--- src/rtl/sfs_pkg.sv ---
// Shared types and constants for the frame synchronizer.
// Assumes 32-bit byte-aligned words carrying four framing bytes each.
package sfs_pkg;
    localparam int WORD_W = 32;
    localparam logic [WORD_W-1:0] A1_WORD = 32'hF6F6_F6F6;
    localparam logic [WORD_W-1:0] A2_WORD = 32'h2828_2828;

    typedef enum logic [2:0] {
        ST_SEARCH = 3'd0,
        ST_FIRST  = 3'd1,
        ST_LOCK   = 3'd2,
        ST_MISS1  = 3'd3,
        ST_MISS2  = 3'd4,
        ST_MISS3  = 3'd5
    } sfs_state_e;
endpackage

--- src/rtl/sfs_pattern_det.sv ---
// Marker detector: flags an A1 word followed directly by an A2 word.
// Assumes one word per clock. The hit is valid in the cycle of the A2 word.
module sfs_pattern_det
    import sfs_pkg::*;
(
    input  logic              clk,
    input  logic              rst_n,
    input  logic [WORD_W-1:0] word_in,
    output logic              hit
);
    logic a1_seen_q;

    // Remember whether the previous word was an A1 word.
    always_ff @(posedge clk) begin
        if (!rst_n) a1_seen_q <= 1'b0;
        else        a1_seen_q <= (word_in == A1_WORD);
    end

    // Marker seen when an A2 word follows an A1 word.
    always_comb hit = a1_seen_q && (word_in == A2_WORD);
endmodule

--- src/rtl/sfs_frame_timer.sv ---
// Row/column word counter that keeps frame phase.
// Position (0,0) is the A1 slot and (0,1) is the A2 slot.
// A load puts the counter at the word after the A2 slot.
// Assumes COL_WORDS >= 3 and ROWS >= 2.
module sfs_frame_timer #(
    parameter int ROWS      = 9,
    parameter int COL_WORDS = 1080
) (
    input  logic clk,
    input  logic rst_n,
    input  logic load,
    input  logic active,
    output logic at_a1,
    output logic at_a2,
    output logic frame_pulse
);
    localparam int ROW_W = $clog2(ROWS);
    localparam int COL_W = $clog2(COL_WORDS);
    localparam logic [ROW_W-1:0] ROW_LAST = ROW_W'(ROWS - 1);
    localparam logic [COL_W-1:0] COL_LAST = COL_W'(COL_WORDS - 1);
    localparam logic [COL_W-1:0] COL_RELOAD = COL_W'(2);

    logic [ROW_W-1:0] row_q;
    logic [COL_W-1:0] col_q;

    // Advance column, then row, wrapping at the frame end; reload on marker.
    always_ff @(posedge clk) begin
        if (!rst_n) begin
            row_q <= '0;
            col_q <= '0;
        end else if (load) begin
            row_q <= '0;
            col_q <= COL_RELOAD;
        end else if (col_q == COL_LAST) begin
            col_q <= '0;
            row_q <= (row_q == ROW_LAST) ? '0 : row_q + 1'b1;
        end else begin
            col_q <= col_q + 1'b1;
        end
    end

    // Decode the two marker slots and the frame pulse.
    always_comb begin
        at_a1       = (row_q == '0) && (col_q == '0);
        at_a2       = (row_q == '0) && (col_q == COL_W'(1));
        frame_pulse = at_a1 && active;
    end

    AST_COL_RANGE: assert property (@(posedge clk) disable iff (!rst_n)
        (col_q <= COL_LAST) && (row_q <= ROW_LAST));
    AST_RELOAD_PHASE: assert property (@(posedge clk) disable iff (!rst_n)
        load |=> (row_q == '0) && (col_q == COL_RELOAD));
    AST_PULSE_SHORT: assert property (@(posedge clk) disable iff (!rst_n)
        frame_pulse |=> !frame_pulse);
endmodule

--- src/rtl/sfs_sync_fsm.sv ---
// Six-state frame confidence machine.
// Search reacts to a marker at any position. The other states judge the
// marker only at the expected A2 slot (at_check).
// Assumes fast_en is steady across a lock or loss sequence.
module sfs_sync_fsm
    import sfs_pkg::*;
(
    input  logic clk,
    input  logic rst_n,
    input  logic fast_en,
    input  logic hit,
    input  logic at_check,
    output logic load,
    output logic oof_alarm,
    output logic in_frame,
    output logic oof_irq
);
    sfs_state_e state_q, state_d;
    logic       irq_q;

    // Next-state rules for lock and loss in regular and fast mode.
    always_comb begin
        state_d = state_q;
        unique case (state_q)
            ST_SEARCH: if (hit) state_d = fast_en ? ST_LOCK : ST_FIRST;
            ST_FIRST:  if (at_check) state_d = hit ? ST_LOCK : ST_SEARCH;
            ST_LOCK:   if (at_check && !hit) state_d = fast_en ? ST_SEARCH : ST_MISS1;
            ST_MISS1:  if (at_check) state_d = hit ? ST_LOCK : (fast_en ? ST_SEARCH : ST_MISS2);
            ST_MISS2:  if (at_check) state_d = hit ? ST_LOCK : (fast_en ? ST_SEARCH : ST_MISS3);
            ST_MISS3:  if (at_check) state_d = hit ? ST_LOCK : ST_SEARCH;
            default:   state_d = ST_SEARCH;
        endcase
    end

    // State register and one-cycle interrupt on entry to search.
    always_ff @(posedge clk) begin
        if (!rst_n) begin
            state_q <= ST_SEARCH;
            irq_q   <= 1'b0;
        end else begin
            state_q <= state_d;
            irq_q   <= (state_d == ST_SEARCH) && (state_q != ST_SEARCH);
        end
    end

    // Drive the status outputs and the counter reload.
    always_comb begin
        load      = (state_q == ST_SEARCH) && hit;
        oof_alarm = (state_q == ST_SEARCH);
        in_frame  = (state_q == ST_LOCK);
        oof_irq   = irq_q;
    end

    AST_IRQ_ON_ENTRY: assert property (@(posedge clk) disable iff (!rst_n)
        oof_irq |-> $rose(oof_alarm));
    AST_IRQ_SINGLE: assert property (@(posedge clk) disable iff (!rst_n)
        oof_irq |=> !oof_irq);
    AST_FAST_LOCK: assert property (@(posedge clk) disable iff (!rst_n)
        (oof_alarm && hit && fast_en) |=> in_frame);
    AST_FIRST_NOT_LOCK: assert property (@(posedge clk) disable iff (!rst_n)
        (oof_alarm && hit && !fast_en) |=> (!in_frame && !oof_alarm));
    AST_FIRST_MISS: assert property (@(posedge clk) disable iff (!rst_n)
        (state_q == ST_LOCK && at_check && !hit && !fast_en) |=> (!oof_alarm && !in_frame));
    AST_MISS_RECOVER: assert property (@(posedge clk) disable iff (!rst_n)
        ((state_q == ST_MISS1 || state_q == ST_MISS2 || state_q == ST_MISS3)
          && at_check && hit) |=> in_frame);
endmodule

--- src/rtl/sfs_framer.sv ---
// Top level of the frame synchronizer: marker detector, frame timer and
// confidence machine. Assumes one byte-aligned 32-bit word per clock.
module sfs_framer #(
    parameter int ROWS      = 9,
    parameter int COL_WORDS = 1080
) (
    input  logic        clk,
    input  logic        rst_n,
    input  logic        fast_en,
    input  logic [31:0] word_in,
    output logic        frame_pulse,
    output logic        oof_alarm,
    output logic        in_frame,
    output logic        oof_irq
);
    logic hit;
    logic load;
    logic at_a1;
    logic at_a2;

    sfs_pattern_det u_det (
        .clk     (clk),
        .rst_n   (rst_n),
        .word_in (word_in),
        .hit     (hit)
    );

    sfs_frame_timer #(
        .ROWS      (ROWS),
        .COL_WORDS (COL_WORDS)
    ) u_timer (
        .clk         (clk),
        .rst_n       (rst_n),
        .load        (load),
        .active      (!oof_alarm),
        .at_a1       (at_a1),
        .at_a2       (at_a2),
        .frame_pulse (frame_pulse)
    );

    sfs_sync_fsm u_fsm (
        .clk       (clk),
        .rst_n     (rst_n),
        .fast_en   (fast_en),
        .hit       (hit),
        .at_check  (at_a2),
        .load      (load),
        .oof_alarm (oof_alarm),
        .in_frame  (in_frame),
        .oof_irq   (oof_irq)
    );

    AST_ALARM_LOCK_EXCL: assert property (@(posedge clk) disable iff (!rst_n)
        !(oof_alarm && in_frame));
    AST_NO_PULSE_SEARCH: assert property (@(posedge clk) disable iff (!rst_n)
        oof_alarm |-> !frame_pulse);
endmodule

--- config.mk ---
export PLATFORM = sky130hd
export DESIGN_NAME = sfs_framer
export DESIGN_NICKNAME = d
export VERILOG_FILES = /design/src/rtl/sfs_pkg.sv /design/src/rtl/sfs_pattern_det.sv /design/src/rtl/sfs_frame_timer.sv /design/src/rtl/sfs_sync_fsm.sv /design/src/rtl/sfs_framer.sv
export SDC_FILE = /design/constraint.sdc
export NUM_CORES = 1
export LEC_CHECK = 0
export BUFFER_PORTS_ARGS = -buffer_cell sky130_fd_sc_hd__buf_2
export CORE_MARGIN = 2
export CORE_UTILIZATION = 45
export DETAILED_ROUTE_END_ITERATION = 12
export GPL_TIMING_DRIVEN = 0
export MAX_ROUTING_LAYER = met4
export PLACE_DENSITY_LB_ADDON = 0.3
export RECOVER_POWER = 100
export SETUP_SLACK_MARGIN = 0.02
export SYNTH_ARGS = -nofsm -noshare
export SYNTH_HDL_FRONTEND = slang
export SYNTH_SLANG_ARGS = --single-unit
--- constraint.sdc ---
create_clock -name clk -period 2 [get_ports clk]
set_input_delay 0.2 -clock clk [delete_from_list [all_inputs] [get_ports clk]]
set_output_delay 0.2 -clock clk [all_outputs]
set_load 0.02 [all_outputs]
Word-level counts from Yosys, hierarchy flattened
Index checks and enable logic that the tools add are counted.
- input port bits: 35
- register bits: 20
- logic and storage cells: 52
- output and inout port bits: 4
- reductions and logical operators: 17
- add/subtract/negate cells: 2
- bitwise gates (word level): 1
- equal/unequal tests: 10
- muxes and demuxes: 16
- operator list (kind ; number):
    == test 32 x 30 -> 1 bit, second input constant ; 1
    == test 32 bit, second input constant ; 1
    2-to-1 mux 3 bit ; 9
    one-hot mux 3 bit (5 select lines) ; 1
    adder 11 x 1 -> 11 bit, second input constant ; 1
    == test 11 x 1 -> 1 bit, second input constant ; 1
    == test 11 bit, second input constant ; 1
    zero test 11 bit ; 1
    2-to-1 mux 2 bit ; 5
    logical AND 1 bit ; 7
    == test 3 x 2 -> 1 bit, second input constant ; 2
    == test 3 bit, second input constant ; 2
    zero test 3 bit ; 2
    adder 4 x 1 -> 4 bit, second input constant ; 1
    == test 4 bit, second input constant ; 1
    zero test 4 bit ; 1
    2-to-1 mux 4 bit ; 1
    OR reduction 2 bit ; 2
    == test 3 x 1 -> 1 bit, second input constant ; 1
    nonzero test 3 bit ; 1
    OR reduction 3 bit ; 1
    zero test 1 bit ; 2
    inverter 1 bit ; 1

Logic depth before layout (Yosys ltp)
Gate-level depths: netlist of the first run.
- depth in word-level cells: 8
- depth in mapped cells: 7
- gate-level depth less buffers: 7

Cells and area by module
From an unflattened synthesis of the first run, not the netlist that was laid out.
- cells, all modules: 136
- area total of the unflattened synthesis: 1212.4 µm²
- modules (own cells, without submodules) (module ; cells an instance ; area each (µm²) ; times used):
    sfs_frame_timer ; 80 ; 753.2 ; 1
    sfs_sync_fsm ; 31 ; 267.8 ; 1
    sfs_pattern_det ; 24 ; 187.7 ; 1
    sfs_framer ; 1 ; 3.8 ; 1

Worst setup path after synthesis of the first run
Ideal clock, no wire load.
- path kind: register to output
- from: register u_timer.col_q[3]
- to: output port frame_pulse
- stages on the path, launching flop included: 5
- arrival time: 1.990 ns
- path slack: -0.190 ns
- cells stage by stage: dfxtp_1 > buf_6 > or4_4 > or2_2 > nor4b_1
- longest elaborated chain between the ends: 3
- ends and longest elaborated chain (item ; RTL line ; RTL):
    start: declaration ; sfs_frame_timer.sv:24 ; logic [COL_W-1:0] col_q;
    start signal: assignment ; sfs_frame_timer.sv:38 ; col_q <= col_q + 1'b1;
    zero test 11 bit ; sfs_frame_timer.sv:44 ; at_a1 = (row_q == '0) && (col_q == '0);
    logical AND 1 bit ; sfs_frame_timer.sv:44 ;
    logical AND 1 bit ; sfs_frame_timer.sv:46 ; frame_pulse = at_a1 && active;
    end: declaration ; sfs_framer.sv:11 ; output logic frame_pulse,
No other way between the ends.

Worst setup path after layout of the first run
- from: register u_timer.row_q[0]
- to: register u_fsm.state_q[2]
- longest elaborated chain between the ends: 5
- ends and longest elaborated chain (item ; RTL line ; RTL):
    start: declaration ; sfs_frame_timer.sv:23 ; logic [ROW_W-1:0] row_q;
    start signal: assignment ; sfs_frame_timer.sv:36 ; row_q <= (row_q == ROW_LAST) ? '0 : row_q + 1'b1;
    zero test 4 bit (*) ; sfs_frame_timer.sv:45 ; at_a2 = (row_q == '0) && (col_q == COL_W'(1));
    logical AND 1 bit (*) ; sfs_frame_timer.sv:45 ;
    logical AND 1 bit ; sfs_sync_fsm.sv:27 ; ST_LOCK: if (at_check && !hit) state_d = fast_en ? ST_SEARCH : ST_MISS1;
    2-to-1 mux 3 bit ; sfs_sync_fsm.sv:27 ;
    one-hot mux 3 bit (5 select lines) (*) ; sfs_sync_fsm.sv:24 ; unique case (state_q)
    end signal: assignment ; sfs_sync_fsm.sv:41 ; state_q <= state_d;
    end: declaration ; sfs_sync_fsm.sv:18 ; sfs_state_e state_q, state_d;
Mark *: on every way between the ends. The rest lies on a longest branch, timed or not.
A chain may end at the register's enable or synchronous reset.

==> reports/results.txt, run 1 <==
CTS Buf Count = 3
Cell family with most CP delay = simple AND/OR/NAND/NOR gates
Max Slew Vio Count = 0
CP max FO = 6
Global-route usage over all layers = 21.70%
Commonest non-fill, non-tap cell in the layout = buf_2
Yosys warning count = 0
Layout Skew = 0.009920 ns
IO Pins = 39
Period utilization = 108.1%
Power density over the cells = 489.7 nW/um^2
Worst Path Buf+Inv = 1
Mapped cell area = 1237 sq um
Max cap viols = 0
Core Footprint = 2686 sq um
WL per Instance = 13.03 microns
Post-synth top area share = 32.36%
Critical path arrival = 2.42 ns
Crit-path max cell delay = 0.49 ns
GRT Residual Overflow = 0
Layout cells sized above 1 = 39.90%
Mean Syn Cell Area = 8.141 sq um
N_diodes = 0
Final worst slack = -0.1622 ns
Max clock buf depth = 2
Synth area leader = dfxtp_1
Hold Slack = 0.06625 ns
Post-Syn Instances = 152
Overall power = 0.8394 mW
Worst EP required = 2.25 ns
First-pass GRT wire length = 5492 microns
Root Buffer = clkbuf_4
CP Class = flip-flop to flip-flop
Gp weighted congestion = 0.8359
Crit path time final = 2.162 ns
Outcome = finished with violations
Die W = 56.44 microns
Crit-path cells = inv_2 -> ha_4 -> or4b_4 -> or4_4 -> o22a_1 -> o31ai_2 -> and2_1
Slew margin rel. = 54.07%
Mapped Nets = 192
Die H = 56.44 microns
Leading post-synthesis cells by cell area = dfxtp_1 32%, nor2_1 6.1%, ha_1 5.1%
Drt pass-1 iters = 4
CTS H-tree lvls = 1
Fin. Hold Viols = 0
CP startpoint kind = flip-flop
Flops & latches, synth = 20
Total Die Area = 3185 sq um
Hold-fix buffers at CTS = 0
ANT nets after route = 0
Starting Density = 46.06%
Area grow syn2layout = 38.52%
Total clock sinks = 20
Final setup fails = 4
Slowest cell on the critical path = or4_4
Violated checks = negative setup slack
Max VDD drop = 0.5354 mV
Crit end category = flip-flop
IO buf count = 37
Final nets = 249
Final wirelength = 3114 microns
Clock input transition at the sequential cells of the worst setup and hold paths = 0.12 ns
Commonest non-fill, non-tap cells in the layout = 32 x buf_2, 20 x nor2_1, 17 x buf_4, 14 x dfxtp_1, 10 x nand2_1
Largest net degree at the start of global routing = 13
Hold/Removal Path Class = input port to flip-flop
Vias in the first global route = 1311
CTS tree = yes
1st-iter DRT viols = 35
RSZ-0062 raised after global routing = true
Via count = 1290
Vias/cell = 5.397
Dpl hpwl = 2259 microns
DRC violations left = 0
Seq/Total Area, Yosys = 32.36%
Lkg Pwr = 0.6723 nW
Worst-skew pair later-pin latency = 0.30 ns
FMAX = 462.5 MHz
Worst slew pin tran = 0.6833 ns
Row count = 19
Distinct cells, synth = 38
Initial antenna violation count = 0
==> area by class of cell <==
type	count	area, sq um
Tap cell	31	38.79
Clock buffer	3	22.52
Clock inverter	1	30.03
Sequential cell	20	412.9
Buffer	2	7.507
Multi-Input combinational cell	120	865.8
Fill cell	233	972.2
Timing Repair Buffer	54	306.5
Inverter	8	30.03
==> cell usage after synthesis <==
cell and count:
or4_4 3, clkbuf_1 3, o21ai_0 4, buf_6 1, nand2b_1 3, nor4bb_1 2
nand3_1 7, nor2_1 20, nand4_1 5, or2_2 4, dfxtp_1 20, and2_1 2
or3_1 2, nand2_1 11, or4_1 2, o41ai_1 1, nor4b_1 4, a31o_2 1
o22a_1 1, a2111oi_2 1, mux2i_1 1, o31a_1 1, nor4_1 7, o211ai_2 1
xnor2_1 4, a311oi_1 1, o211ai_1 1, o31ai_2 1, or4b_1 1, inv_1 8
and3_1 2, nor2b_1 1, ha_1 5, nor3_1 3, a21oi_1 9, a21boi_0 1
nand4b_1 3, xor2_1 5
==> where the power goes <==
group | leakage [nW] | switching, mW | internal, mW
logic | 0.479 | 0.0485 | 0.0561
registers | 0.165 | 0.00657 | 0.402
clock network | 0.0279 | 0.124 | 0.203
==> per-stage QoR <==
stage                     std cells  setup WS, ns  setup TNS, ns  cell area [sq um]  util, %
after floorplan                 152      -0.02251       -0.05572               1262        -
after global placement          220       -0.1488         -1.055               1486    55.33
after detailed placement        220       -0.1612         -1.408               1486    55.33
after CTS                       231       -0.1231        -0.6348               1645    61.25
after global routing            239       -0.2544         -1.122               1714    63.81
final                           239       -0.1622        -0.5525               1714    63.81
==> logic make-up (layout without fill, tap and decap cells) <==
family / count (synthesis) / in the layout / synth area share, %
adder cells (fa/ha/maj): 5 / 5 / 5.056
AND/OR/NAND/NOR: 82 / 82 / 37.92
multiplexers: 1 / 1 / 0.8089
flip-flops: 20 / 20 / 32.36
XOR/XNOR: 9 / 9 / 6.370
buffers and inverters: 12 / 68 / 4.247
AO/OA/AOI/OAI: 23 / 23 / 13.25
==> per-layer routing <==
layer	part of all wire, %	global-route usage (%)	up-vias
met3	2.1	4.378	6
li1	-	-	675
met1	44	24.93	588
met4	1.1	4.082	0
met5	0	-	-
met2	52	39.04	21
==> final timing paths <==
kind / end / slack [ns] / start / cells after the start
worst max-delay path: u_fsm.state_q[2] / -0.16 / u_timer.row_q[0] / 7
worst min-delay path: u_det.a1_seen_q / 0.07 / word_in[19] / 2
worst max register to register: u_fsm.state_q[2] / -0.16 / u_timer.row_q[0] / 7
worst min register to register: u_timer.col_q[0] / 0.48 / u_timer.col_q[0] / 1
==> state kept, by name, indices dropped and copies added, names as in the netlist <==
signal           flops
u_timer.col_q       11
u_timer.row_q        4
u_fsm.state_q        3
u_det.a1_seen_q      1
u_fsm.oof_irq        1
==> worst reg2reg max path: cells and delay by family, from the launching register on <==
family	cells	cell delay, ns
buffers and inverters	1	0.07
flip-flops	1	0.34
AO/OA/AOI/OAI	2	0.44
adder cells (fa/ha/maj)	1	0.14
AND/OR/NAND/NOR	3	1.13
==> timing repair <==
item                       CTS  global route
setup endpoints to repair   17            20
resized for setup           15            10
buffers inserted             7            10
gates cloned                 0             0
pin swaps                    5            10
No activity file was read; power rests on OpenSTA's default activity.
==> run 2, diff against run 1 <==
--- a/config.mk
+++ b/config.mk
@@ -8,9 +8,9 @@
 export BUFFER_PORTS_ARGS = -buffer_cell sky130_fd_sc_hd__buf_2
 export CORE_MARGIN = 2
 export CORE_UTILIZATION = 45
+export CTS_CLUSTER_DIAMETER = 80
 export DETAILED_ROUTE_END_ITERATION = 12
 export GPL_TIMING_DRIVEN = 0
-export MAX_ROUTING_LAYER = met4
 export PLACE_DENSITY_LB_ADDON = 0.3
 export RECOVER_POWER = 100
 export SETUP_SLACK_MARGIN = 0.02
==> run 2 against run 1 <==
  * The run still ends with negative setup slack left
  * Non-clock buffer count fell by 1
  * Combinational power barely moved
  * Sequential cell count did not move
  * Highest routed layer unchanged
==> reports/results.txt, run 2 (synthesis results as in run 1) <==
Outcome = finished with violations
Violated checks = negative setup slack
CTS H-tree lvls = 1
Dpl hpwl = 2259 microns
GRT Residual Overflow = 0
Period utilization = 107.6%
Crit path time final = 2.152 ns
Multi-input gate area = 865.8 sq um
Final worst slack = -0.1522 ns
Worst Path Buf+Inv = 1
CTS Buf Count = 3
CP startpoint kind = flip-flop
Reg with most FFs = u_timer.col_q
CP Capture Point = u_fsm.state_q[2]
Crit-path max cell delay = 0.49 ns
Vias/cell = 5.412
Global-route usage over all layers = 21.16%
DRC violations left = 0
RSZ-0062 raised after global routing = true
Power density over the cells = 491.5 nW/um^2
Layout filler cell count = 236
Fin. Hold Viols = 0
Total Die Area = 3185 sq um
Area grow syn2layout = 38.63%
Max clock buf depth = 2
Initial antenna violation count = 0
Crit-path cells = inv_2 -> ha_4 -> or4b_4 -> or4_4 -> o22a_1 -> o31ai_2 -> and2_1
Hold-fix buffers at CTS = 0
TNS Setup = -0.5398 ns
Worst slew pin tran = 0.6540 ns
Root Buffer = clkbuf_4
Via count = 1288
IO buf count = 37
Sw Ratio = 21.81%
Die W = 56.44 microns
Total clock sinks = 20
Slew margin rel. = 56.04%
Clk pwr share = 39.4%
Die H = 56.44 microns
FF-to-FF path depth = 7
Max VDD drop = 0.5131 mV
Hold Slack = 0.06409 ns
Reg-to-Reg End = u_fsm.state_q[2]
Commonest non-fill, non-tap cells in the layout = 32 x buf_2, 20 x nor2_1, 16 x buf_4, 13 x dfxtp_1, 10 x nand2_1
CP max FO = 6
Layout cells sized above 1 = 40.58%
Layout Utilization = 63.86%
CP startpoint = u_timer.row_q[0]
Gp weighted congestion = 0.8234
Layout Skew = 0.01593 ns
Starting Density = 46.06%
First-pass GRT wire length = 5492 microns
Critical path arrival = 2.42 ns
FMAX = 464.6 MHz
CP Class = flip-flop to flip-flop
WL per Instance = 13.37 microns
Cell family with most CP delay = simple AND/OR/NAND/NOR gates
Reg2Reg Setup Slack = -0.15 ns
ANT nets after route = 0
Commonest non-fill, non-tap cell in the layout = buf_2
Vias in the first global route = 1316
Seq. cell area = 414.1 sq um
Internal power = 0.6593 mW
Max reg flops = 11
Top flop regs = u_timer.col_q x11, u_timer.row_q x4, u_fsm.state_q x3
Worst-skew pair later-pin latency = 0.31 ns
Slowest cell on the critical path = or4_4
Clock input transition at the sequential cells of the worst setup and hold paths = 0.13 ns
Final wirelength = 3181 microns
Worst r2r src = u_timer.row_q[0]
Largest net degree at the start of global routing = 13
Final setup fails = 4
Sequential share of power = 48.5%
Max cap viols = 0
CTS tree = yes
Final nets = 248
Logic pwr share = 12.1%
Crit end category = flip-flop
N_diodes = 0
Net Switching = 0.1839 mW
Max Slew Vio Count = 0
Drt pass-1 iters = 4
IO Pins = 39
Worst EP required = 2.26 ns
Lkg Pwr = 0.6724 nW
Core Footprint = 2686 sq um
1st-iter DRT viols = 22
Hold/Removal Path Class = input port to flip-flop
Row count = 19
Number of cells on the critical path = 7
-- run 2: cell types whose count changed in the layout (fill, tap and decap cells not counted), sizes merged --
cell and delta:
clkbuf -1
-- run 2: cell type report --
type                       instances  area share [%]
inverter                           8           1.751
clock inverter                     1           1.751
buffer                             2          0.4376
multi-input combinational        120           50.47
sequential                        20           24.14
timing repair buffer              53           17.87
tap                               31           2.261
clock buffer                       3           1.313
-- run 2: stage by stage --
step / setup WS [ns] / instances / power (mW) / instance area, sq um
2_1_floorplan: -0.02251 / 152 / 0.4612 / 1262
3_3_place_gp: -0.1488 / 220 / 0.5046 / 1486
3_5_place_dp: -0.1612 / 220 / 0.5088 / 1486
4_1_cts: -0.1231 / 231 / 0.8473 / 1645
5_1_grt: -0.2475 / 238 / 0.8902 / 1715
6_report: -0.1522 / 238 / 0.8431 / 1715
-- run 2: layer usage --
layer  share of wire [%]  up-vias  wire (microns)  global-route usage [%]
met5                   0        -               0                       0
met4                0.94        0              30                   4.082
met3                 2.1        4              68                   4.378
met2                  54       15            1712                   39.04
met1                  43      598            1369                   25.07
li1                    -      671               -                       -
-- run 2: repair_timing --
item	CTS	global route
setup endpoints to repair	17	20
pin swaps	5	10
buffers inserted	7	9
resized for setup	15	10
-- run 2: power by group through the flow --
| stage | clock [mW] | combinational (mW) | sequential [mW] |
|---|---|---|---|
| floorplan | 0 | 0.0436 | 0.418 |
| global placement | 0 | 0.0855 | 0.419 |
| detailed placement | 0 | 0.0895 | 0.419 |
| CTS | 0.340 | 0.0964 | 0.411 |
| global route | 0.364 | 0.116 | 0.410 |
| finish | 0.332 | 0.102 | 0.409 |
-- run 2: worst min path at each step --
stage	cells past startpoint	slack, ns	startpoint	end
global placement	2	0.38	word_in[19]	u_det.a1_seen_q
floorplan	1	0.28	word_in[19]	u_det.a1_seen_q
global route	2	0.04	word_in[19]	u_det.a1_seen_q
CTS	2	0.06	word_in[19]	u_det.a1_seen_q
detailed placement	2	0.38	word_in[19]	u_det.a1_seen_q
finish	2	0.06	word_in[19]	u_det.a1_seen_q
==> run 3, diff against run 2 <==
--- a/config.mk
+++ b/config.mk
@@ -6,6 +6,7 @@
 export NUM_CORES = 1
 export LEC_CHECK = 0
 export BUFFER_PORTS_ARGS = -buffer_cell sky130_fd_sc_hd__buf_2
+export CORE_ASPECT_RATIO = 0.9
 export CORE_MARGIN = 2
 export CORE_UTILIZATION = 45
 export CTS_CLUSTER_DIAMETER = 80
==> run 3 against run 2 <==
  * The run still ends with negative setup slack left
  * Largest power group unchanged
  * Via count rose by 5.8%
  * Sequential power about the same
  * Setup slack better by 0.0074 ns
  * Fmax rose by 0.34%
==> reports/results.txt, run 3 (synthesis results as in run 1) <==
Vias/cell = 5.875
First-pass GRT wire length = 5382 microns
Root Buffer = clkbuf_4
CP max FO = 7
CTS Buf Count = 3
Largest net degree at the start of global routing = 13
Hold-fix buffers at CTS = 0
Total clock sinks = 20
Reg with most FFs = u_timer.col_q
Final wirelength = 3313 microns
Die W = 59.28 microns
CTS tree = yes
Max clock buf depth = 2
Outcome = finished with violations
Top flop regs = u_timer.col_q x11, u_timer.row_q x4, u_fsm.state_q x3
Area grow syn2layout = 35.19%
Worst EP required = 1.80 ns
Lkg Pwr = 0.6556 nW
CP startpoint kind = flip-flop
ANT nets after route = 0
Hold Slack = 0.05457 ns
Die H = 53.75 microns
Crit-path max cell delay = 0.56 ns
1st-iter DRT viols = 86
Cell family with most CP delay = simple AND/OR/NAND/NOR gates
Vias in the first global route = 1340
Layout cells sized above 1 = 38.12%
Commonest non-fill, non-tap cells in the layout = 32 x buf_2, 20 x nor2_1, 14 x dfxtp_1, 11 x buf_4, 10 x nand2_1
Worst Path Buf+Inv = 1
RSZ-0062 raised after global routing = true
CP Class = flip-flop to output pin
Power density over the cells = 509.9 nW/um^2
Hold/Removal Path Class = input port to flip-flop
Layout Skew = 0.01307 ns
CTS H-tree lvls = 1
Max VDD drop = 0.2751 mV
Total Die Area = 3186 sq um
Dpl hpwl = 2362 microns
Row count = 18
Gp weighted congestion = 0.8882
TNS Setup = -0.5531 ns
DRC violations left = 0
Reg2Reg Setup Slack = -0.13 ns
Critical path arrival = 1.94 ns
Period utilization = 107.2%
Via count = 1363
Global-route usage over all layers = 22.31%
Drt pass-1 iters = 4
IO buf count = 37
Worst slew pin tran = 0.6647 ns
Final setup fails = 5
Commonest non-fill, non-tap cell in the layout = buf_2
Core Footprint = 2680 sq um
Max Slew Vio Count = 0
Non-filler cells, final = 232
Max cap viols = 0
Violated checks = negative setup slack
Slowest cell on the critical path = or4_4
Initial antenna violation count = 0
Placed Cells incl. Taps = 219
Max reg flops = 11
FMAX = 466.2 MHz
GRT Residual Overflow = 0
Crit path time final = 2.145 ns
Worst-skew pair later-pin latency = 0.32 ns
Crit end category = output pin
Fin. Hold Viols = 0
N_diodes = 0
Starting Density = 46.17%
IO Pins = 39
Crit-path cells = or4_4 -> or2_4 -> nor4b_4 -> buf_4
WL per Instance = 14.28 microns
Final worst slack = -0.1448 ns
Slew margin rel. = 55.32%
Final nets = 243
Clock input transition at the sequential cells of the worst setup and hold paths = 0.13 ns
Overall power = 0.8530 mW
run 3: changes by cell type in the layout (fill, tap and decap cells not counted), sizes merged:
cell	before	now
buf	49	44
run 3: final cells by class:
type | instances | area, sq um
Fill cell | 231 | 1007
Multi-Input combinational cell | 120 | 863.3
Sequential cell | 20 | 410.4
Timing Repair Buffer | 47 | 257.7
Tap cell | 30 | 37.54
Inverter | 8 | 32.53
Clock inverter | 1 | 30.03
Clock buffer | 3 | 22.52
Buffer | 3 | 18.77
run 3: worst paths after layout:
| kind | endpoint | start | cells after the start |
|---|---|---|---|
| min | u_det.a1_seen_q | word_in[19] | 2 |
| min reg2reg | u_timer.col_q[0] | u_timer.col_q[0] | 1 |
| max reg2reg | u_fsm.oof_irq | u_timer.col_q[6] | 5 |
| max | frame_pulse | u_timer.col_q[2] | 4 |
run 3: per-layer routing:
| metal | share of wire (%) | global-route usage, % |
|---|---|---|
| met1 | 39 | 22.46 |
| met2 | 53 | 42.49 |
| met3 | 5.1 | 5.048 |
| met5 | 0 | 0 |
| met4 | 2.2 | 12.12 |
run 3: stage by stage:
stage	cell area (sq um)	setup WS (ns)	util (%)
floorplan	1262	-0.02251	-
global placement	1485	-0.1114	55.42
detailed placement	1485	-0.1875	55.42
CTS	1655	-0.1419	61.76
global route	1673	-0.1760	62.42
finish	1673	-0.1448	62.42
run 3: repair_timing:
item,CTS,global route
resized for setup,19,3
setup endpoints to repair,17,17
hold endpoints to repair,0,0
buffers inserted,7,3
pin swaps,10,4
run 3: power breakdown:
part	leakage, nW	internal (mW)	switching [mW]
sequential	0.165	0.403	0.00774
combinational	0.463	0.0520	0.0492
clock	0.0279	0.203	0.139
run 3: worst reg2reg max path: cells and delay by family (launching register included):
family | cells | cell delay (ns)
flops | 1 | 0.35
simple gates | 3 | 1.28
compound gates | 2 | 0.41
